$ cat config.mk
export PLATFORM = sky130hd
export DESIGN_NAME = i2c_ctl_core
export DESIGN_NICKNAME = d
export VERILOG_FILES = /design/src/rtl/i2c_core_pkg.sv /design/src/rtl/i2c_mode_fsm.sv /design/src/rtl/i2c_bus_busy.sv /design/src/rtl/i2c_xfer_track.sv /design/src/rtl/i2c_irq_flag.sv /design/src/rtl/i2c_ctl_core.sv
export SDC_FILE = /design/constraint.sdc
export NUM_CORES = 1
export LEC_CHECK = 0
export ABC_AREA = 1
export BUFFER_PORTS_ARGS = -buffer_cell sky130_fd_sc_hd__buf_2
export CAP_MARGIN = 20
export CORE_UTILIZATION = 40
export DETAILED_ROUTE_END_ITERATION = 8
export GPL_ROUTABILITY_DRIVEN = 0
export PLACE_DENSITY = 0.72
export SLEW_MARGIN = 40
export SYNTH_ARGS = -nofsm -noshare
export SYNTH_HDL_FRONTEND = slang
export SYNTH_SLANG_ARGS = --single-unit
$ cat constraint.sdc
create_clock -name clk -period 1 [get_ports clk]
set_input_delay 0.2 -clock clk [delete_from_list [all_inputs] [get_ports clk]]
set_output_delay 0.2 -clock clk [all_outputs]
set_load 0.05 [all_outputs]
$ cat src/rtl/i2c_core_pkg.sv
package i2c_core_pkg;
    typedef enum logic [2:0] {
        ST_SLAVE  = 3'd0,
        ST_START  = 3'd1,
        ST_MASTER = 3'd2,
        ST_HOLD   = 3'd3,
        ST_STOP   = 3'd4
    } mode_state_t;
endpackage

$ cat src/rtl/i2c_mode_fsm.sv
module i2c_mode_fsm
    import i2c_core_pkg::*;
(
    input  logic clk,
    input  logic rst_n,
    input  logic mode_wr,
    input  logic mode_val,
    input  logic arb_ev,
    input  logic byte_done,
    output logic req_start,
    output logic req_stop,
    output logic is_master
);
    mode_state_t state, state_nx;

    always_ff @(posedge clk) begin
        if (!rst_n) state <= ST_SLAVE;
        else        state <= state_nx;
    end

    always_comb begin
        state_nx = state;
        if (arb_ev) begin
            state_nx = ST_SLAVE;
        end else begin
            unique case (state)
                ST_SLAVE:  if (mode_wr && mode_val) state_nx = ST_START;
                ST_START:  state_nx = ST_MASTER;
                ST_MASTER: if (mode_wr && !mode_val)
                               state_nx = byte_done ? ST_STOP : ST_HOLD;
                ST_HOLD:   if (byte_done) state_nx = ST_STOP;
                ST_STOP:   state_nx = ST_SLAVE;
                default:   state_nx = ST_SLAVE;
            endcase
        end
    end

    always_comb begin
        req_start = 1'b0;
        req_stop  = 1'b0;
        is_master = 1'b0;
        unique case (state)
            ST_START:  begin req_start = 1'b1; is_master = 1'b1; end
            ST_MASTER: is_master = 1'b1;
            ST_STOP:   req_stop = 1'b1;
            default:   ;
        endcase
    end

    a_r1_start_in_master: assert property (@(posedge clk) disable iff (!rst_n)
        req_start |-> is_master);
    a_r2_stop_in_slave: assert property (@(posedge clk) disable iff (!rst_n)
        req_stop |-> !is_master);
    a_r12_start_single: assert property (@(posedge clk) disable iff (!rst_n)
        req_start |=> !req_start);
    a_r3_arb_no_stop: assert property (@(posedge clk) disable iff (!rst_n)
        (arb_ev && !req_stop) |=> (!is_master && !req_stop));
endmodule

$ cat src/rtl/i2c_bus_busy.sv
module i2c_bus_busy (
    input  logic clk,
    input  logic rst_n,
    input  logic seen_start,
    input  logic seen_stop,
    output logic busy,
    output logic busy_fall
);
    logic busy_nx;

    always_comb begin
        if (seen_start)     busy_nx = 1'b1;
        else if (seen_stop) busy_nx = 1'b0;
        else                busy_nx = busy;
    end

    assign busy_fall = busy && !busy_nx;

    always_ff @(posedge clk) begin
        if (!rst_n) busy <= 1'b0;
        else        busy <= busy_nx;
    end

    a_r9_busy_holds: assert property (@(posedge clk) disable iff (!rst_n)
        (busy && !seen_stop) |=> busy);
    a_r9_busy_sets: assert property (@(posedge clk) disable iff (!rst_n)
        seen_start |=> busy);
endmodule

$ cat src/rtl/i2c_xfer_track.sv
module i2c_xfer_track (
    input  logic clk,
    input  logic rst_n,
    input  logic begin_ev,
    input  logic ack_ev,
    output logic done
);
    always_ff @(posedge clk) begin
        if (!rst_n)        done <= 1'b1;
        else if (ack_ev)   done <= 1'b1;
        else if (begin_ev) done <= 1'b0;
    end

    a_r10_done_after_ack: assert property (@(posedge clk) disable iff (!rst_n)
        ack_ev |=> done);
endmodule

$ cat src/rtl/i2c_irq_flag.sv
module i2c_irq_flag (
    input  logic clk,
    input  logic rst_n,
    input  logic arb_ev,
    input  logic ack_ev,
    input  logic addr_ev,
    input  logic nack_ev,
    input  logic master_tx,
    input  logic dma_en,
    input  logic idle_fall,
    input  logic idle_ie,
    input  logic clr,
    output logic flag
);
    logic set_any;

    always_comb begin
        set_any = arb_ev
                | (ack_ev && !dma_en)
                | addr_ev
                | (nack_ev && master_tx)
                | (idle_fall && idle_ie);
    end

    always_ff @(posedge clk) begin
        if (!rst_n) flag <= 1'b0;
        else        flag <= set_any | (flag & ~clr);
    end

    a_r7_flag_sticky: assert property (@(posedge clk) disable iff (!rst_n)
        (flag && !clr) |=> flag);
    a_r3_arb_sets_flag: assert property (@(posedge clk) disable iff (!rst_n)
        arb_ev |=> flag);
endmodule

$ cat src/rtl/i2c_ctl_core.sv
module i2c_ctl_core (
    input  logic clk,
    input  logic rst_n,
    input  logic ctrl_wr,
    input  logic ctrl_master,
    input  logic ctrl_tx,
    input  logic ctrl_ie,
    input  logic ctrl_dma,
    input  logic ctrl_idle_ie,
    input  logic stat_wr,
    input  logic stat_clr_flag,
    input  logic stat_clr_arb,
    input  logic line_start,
    input  logic line_stop,
    input  logic byte_begin,
    input  logic byte_ack,
    input  logic arb_lost_ev,
    input  logic addr_hit,
    input  logic nack_rx,
    output logic req_start,
    output logic req_stop,
    output logic mode_master,
    output logic bus_busy,
    output logic xfer_done,
    output logic arb_lost,
    output logic irq_flag,
    output logic irq
);
    logic tx_q, ie_q, dma_q, idle_ie_q;
    logic busy_fall;

    always_ff @(posedge clk) begin
        if (!rst_n) begin
            tx_q      <= 1'b0;
            ie_q      <= 1'b0;
            dma_q     <= 1'b0;
            idle_ie_q <= 1'b0;
        end else if (ctrl_wr) begin
            tx_q      <= ctrl_tx;
            ie_q      <= ctrl_ie;
            dma_q     <= ctrl_dma;
            idle_ie_q <= ctrl_idle_ie;
        end
    end

    always_ff @(posedge clk) begin
        if (!rst_n)                            arb_lost <= 1'b0;
        else if (arb_lost_ev)                  arb_lost <= 1'b1;
        else if (stat_wr && stat_clr_arb)      arb_lost <= 1'b0;
    end

    i2c_mode_fsm u_fsm (
        .clk       (clk),
        .rst_n     (rst_n),
        .mode_wr   (ctrl_wr),
        .mode_val  (ctrl_master),
        .arb_ev    (arb_lost_ev),
        .byte_done (xfer_done),
        .req_start (req_start),
        .req_stop  (req_stop),
        .is_master (mode_master)
    );

    i2c_bus_busy u_busy (
        .clk        (clk),
        .rst_n      (rst_n),
        .seen_start (line_start),
        .seen_stop  (line_stop),
        .busy       (bus_busy),
        .busy_fall  (busy_fall)
    );

    i2c_xfer_track u_xfer (
        .clk      (clk),
        .rst_n    (rst_n),
        .begin_ev (byte_begin),
        .ack_ev   (byte_ack),
        .done     (xfer_done)
    );

    i2c_irq_flag u_flag (
        .clk       (clk),
        .rst_n     (rst_n),
        .arb_ev    (arb_lost_ev),
        .ack_ev    (byte_ack),
        .addr_ev   (addr_hit),
        .nack_ev   (nack_rx),
        .master_tx (mode_master && tx_q),
        .dma_en    (dma_q),
        .idle_fall (busy_fall),
        .idle_ie   (idle_ie_q),
        .clr       (stat_wr && stat_clr_flag),
        .flag      (irq_flag)
    );

    assign irq = ie_q && irq_flag;

    a_r11_stop_after_byte: assert property (@(posedge clk) disable iff (!rst_n)
        req_stop |-> xfer_done);
    a_r3_arb_bit_sets: assert property (@(posedge clk) disable iff (!rst_n)
        arb_lost_ev |=> arb_lost);
endmodule

Word-level counts from Yosys, hierarchy flattened
Cells that the tools add are included.
{"block": "word_totals", "regBits": 11, "inputBits": 18, "output_inout_bits": 8, "wordCells": 55}
{"block": "classes", "eq_ne": 7, "n_mux": 12, "n_bitwise": 8, "n_reduce_logical": 19}
{"operator": "2-to-1 mux 3 bit", "count": 4}
{"operator": "one-hot mux 3 bit (4 select lines)", "count": 1}
{"operator": "logical AND 1 bit", "count": 10}
{"operator": "2-to-1 mux 1 bit", "count": 7}
{"operator": "== test 3 x 2 -> 1 bit (second input constant)", "count": 2}
{"operator": "!= test 2 x 1 -> 1 bit (second input constant)", "count": 3}
{"operator": "OR reduction 2 bit", "count": 3}
{"operator": "OR 1 bit", "count": 5}
{"operator": "== test 3 x 1 -> 1 bit (second input constant)", "count": 1}
{"operator": "== test 3 bit (second input constant)", "count": 1}
{"operator": "logical NOT 1 bit", "count": 3}
{"operator": "logical NOT 3 bit", "count": 1}
{"operator": "AND reduction 3 bit", "count": 1}
{"operator": "NOT 1 bit", "count": 2}
{"operator": "nonzero test 2 bit", "count": 1}
{"operator": "bitwise AND 1 bit", "count": 1}

Logic depth before layout (Yosys ltp)
{"block": "depth", "depth_word": 8, "ltp_mapped": 7, "mapped_depth_nobuf": 7}

By module
A second synthesis with hierarchy kept.
{"block": "unflattened", "cells_unflattened": 95, "area_unflattened_um2": 566.8}
{"module": "i2c_mode_fsm", "n_inst": 1, "cells_per_inst": 40, "area_each_um2": 212.7, "seq_area_each_um2": 60.1}
{"module": "i2c_ctl_core", "n_inst": 1, "cells_per_inst": 29, "area_each_um2": 196.4, "seq_area_each_um2": 100.1}
{"module": "i2c_irq_flag", "n_inst": 1, "cells_per_inst": 12, "area_each_um2": 63.8, "seq_area_each_um2": 20.0}
{"module": "i2c_bus_busy", "n_inst": 1, "cells_per_inst": 8, "area_each_um2": 52.6, "seq_area_each_um2": 20.0}
{"module": "i2c_xfer_track", "n_inst": 1, "cells_per_inst": 6, "area_each_um2": 41.3, "seq_area_each_um2": 20.0}

Least setup slack after synthesis
No wires, ideal clock.
{"block": "synth_timing", "kind": "reg2out", "start": "register u_fsm.state[2]", "end": "output port req_stop", "arrival_ns": 1.458, "t_required_ns": 0.800, "path_slack_ns": -0.658, "stages_incl_launch_ff": 3, "path_buffers": 0, "path_cell_list": "dfxtp_1 > inv_2 > nor3_1"}
{"block": "synth_between", "elab_chain_len": 2}
{"element": "start: declaration", "line": "i2c_mode_fsm.sv:14", "text": "mode_state_t state, state_nx;"}
{"element": "start signal: assignment", "line": "i2c_mode_fsm.sv:18", "text": "else state <= state_nx;"}
{"element": "== test 3 bit", "line": "i2c_mode_fsm.sv:42", "text": "unique case (state)"}
{"element": "2-to-1 mux 1 bit", "line": "i2c_mode_fsm.sv:42"}
{"element": "end: declaration", "line": "i2c_ctl_core.sv:21", "text": "output logic req_stop,"}
Every way passes these cells.

Worst setup path after layout
{"block": "layout_timing", "start": "register u_fsm.state[1]", "end": "output port req_start"}
{"block": "layout_between", "elab_chain_len": 2}
{"element": "== test 3 x 1 -> 1 bit", "line": "i2c_mode_fsm.sv:42"}
{"element": "2-to-1 mux 1 bit", "line": "i2c_mode_fsm.sv:42"}
{"element": "end: declaration", "line": "i2c_ctl_core.sv:20", "text": "output logic req_start,"}
Every way passes these cells.

==> key figures <==
STA
  – Slew Limit Fails: 0
  – TNS Setup: -1130 ps
  – Slew @ Worst Pin: ~160 ps
  – Tmin final: 1260 ps
  – Final hold vios: 0
  – Final setup violation count: 7
  – Fin crit share: 1.26
  – RSZ-0062 raised after global routing: true
  – Worst setup slack after layout: -258 ps
  – Worst slew margin: 0.891
  – Max Clk Rate: about 0.79 GHz
  – Skew final: 3.67 ps
  – WHS: 95.1 ps

Logic synthesis
  – Synth area leaders: dfxtp_1, nand2_1, nor2_1
  – Ys async rst share: 0
  – Area leader, netlist: dfxtp_1
  – Syn Inst Count: 90
  – YS warnings: 0
  – Number of synthesized flops with an enable pin: 0
  – Sequential cell area fraction in the yosys report: 0.395
  – Synth top area share: 0.395
  – Post-synth top flop: dfxtp_1
  – Avg Synthesized Cell Area: around 6.2 um^2
  – Flip-flop and latch count after synthesis: 11
  – Syn nets: 108
  – Mapped cell area: approximately 560 um^2
  – Yosys cell types: 13
  – Post-synth top cells: nand2_1, nor2_1, inv_1

Power and ir drop
  – Max IR drop VDD: about 0.8 mV
  – Final total power: 1030 uW
  – P_leak: around 0.00048 uW
  – Pwr/cell area: 1090 nW/um^2

Place
  – Detailed Place HPWL: ~1000 um
  – Placed insts: roughly 130
  – Number of port buffers: 25
  – Post-Place Setup Slack: -81.2 ps

Clocking
  – Htree depth: 1
  – Clock sink total: 11
  – Clk buf depth: 2
  – CTS Buf Count: 3
  – Clock transition at the registers of the reported paths: approximately 70 ps
  – Hold buffers post-CTS: 0
  – Clk_lat worst skew: roughly 270 ps
  – Root buffer cell: clkbuf_4
  – CTS tree: yes

Worst hold path
  – Hold Path Stages: 2
  – Worst hold path type: in -> reg

Detailed routing
  – Max Used Layer: met4
  – Number of antenna-violating nets in the routed design: 0
  – WL final: 1520 um
  – Vias per Instance: 4.87
  – DRC: 0
  – Initial DRC Count: 9
  – Met3 WL: between 50 and 60 um
  – WL met2: 787 um
  – WL per Instance: 10.7 um
  – Met1 WL: 644 um
  – 1st-pass router iterations: 4
  – Vias: between 600 and 700

Finish
  – Antenna diodes: 0
  – Area Growth Syn to Fin: 68.8%
  – Post-Layout Cell Count: ~140
  – Final #Nets: between 100 and 150
  – Fraction of final layout cells sized beyond drive strength 1: 0.449

Worst setup path
  – Worst-path maximum fanout: 4
  – Worst setup SP type: flop
  – Worst endpoint required time: roughly 800 ps
  – Slowest stage delay, CP: between 300 and 400 ps
  – Worst r2r path cells: 8
  – Critical path endpoint category: output port
  – Levels on crit path: 4
  – CP delay by family, top: flip-flops
  – CP Cell Sequence: inv_4 > nand3_4 > clkinvlp_4 > buf_8
  – Slowest CP cell: dfxtp_4
  – Setup CP Type: reg -> out
  – Buffers and inverters on the worst path: 3
  – CP Data Arrival Time: 1060 ps

Die
  – Chip height: ~39 um
  – Ports: 26
  – Die width: approximately 39 um
  – Starting density of the core: 0.429
  – Core area: 1300 um^2
  – Die area: approximately 1500 um^2
  – Row cnt: 13

Global route
  – Vias in the first global route: 636
  – GR Util All Layers: 0.238
  – Largest net degree at the start of global routing: 8
  – Global-route wire length before repair: approximately 2400 um
  – Initial antenna violation count: 0
  – Total grt overflow: 0

Status
  – Outcome: complete, but fails checks
  – Failing checks: negative setup slack

Flow run
  – Max-Cap Viols: 0
## final timing paths
check,slack [ps],from,endpoint
worst min register to register,460,idle_ie_q,idle_ie_q
worst min-delay path,100,byte_begin,u_xfer.done
worst max register to register,-110,u_fsm.state[1],u_fsm.state[0]
worst max-delay path,-260,u_fsm.state[1],req_start
## cell usage in the layout (no fill, tap or decap), drive strengths merged
master     n
clkinvlp   2
nand2     20
clkbuf     4
nor2      20
nand3     10
a21oi      6
o21ai      5
buf       33
inv       15
dfxtp     11
nor3       1
## final cells by class
type / count / area, um^2
multi-input cells: 62 / 329
well taps: 15 / 18.8
clock buffers: 4 / 26.3
flip-flops and latches: 11 / 238
repair buffers: 33 / 254
fillers: 115 / 359
inverters: 17 / 76.3
## layer usage
| layer | global-route usage | up-vias |
|---|---|---|
| li1 | - | 354 |
| met1 | 0.262 | 316 |
| met2 | 0.442 | 18 |
| met3 | 0.0341 | 4 |
| met4 | 0.103 | 0 |
| met5 | 0 | - |
## per-stage QoR
step	util	cell area (um^2)
after floorplan	-	601
after global placement	0.595	774
after detailed placement	0.595	774
after CTS	0.716	932
after global routing	0.724	942
final	0.724	942
## state kept, by name (all words and copies together), names as in the netlist
name	cells
u_xfer.done	1
idle_ie_q	1
u_fsm.state	3
arb_lost	1
ie_q	1
u_flag.flag	1
tx_q	1
dma_q	1
u_busy.busy	1
## cells by family (layout without fill, tap and decap cells)
group | Yosys count | after routing | share of synthesized area
simple gates | 51 | 51 | 0.386
buf+inv | 17 | 54 | 0.114
compound gates | 11 | 11 | 0.105
flops | 11 | 11 | 0.395
## where the power goes
part | total [uW] | switching (uW) | internal (uW)
clock | 315 | 161 | 155
combinational | 235 | 134 | 101
sequential | 476 | 20.1 | 456
total | 1030 | 315 | 712
## repair_timing
action,CTS,global route
resized for setup,32,3
endpoints found under the setup margin,11,10
pin swaps,9,1
setup buffers,5,0
Note: power is estimated with default switching activity, not from simulation.
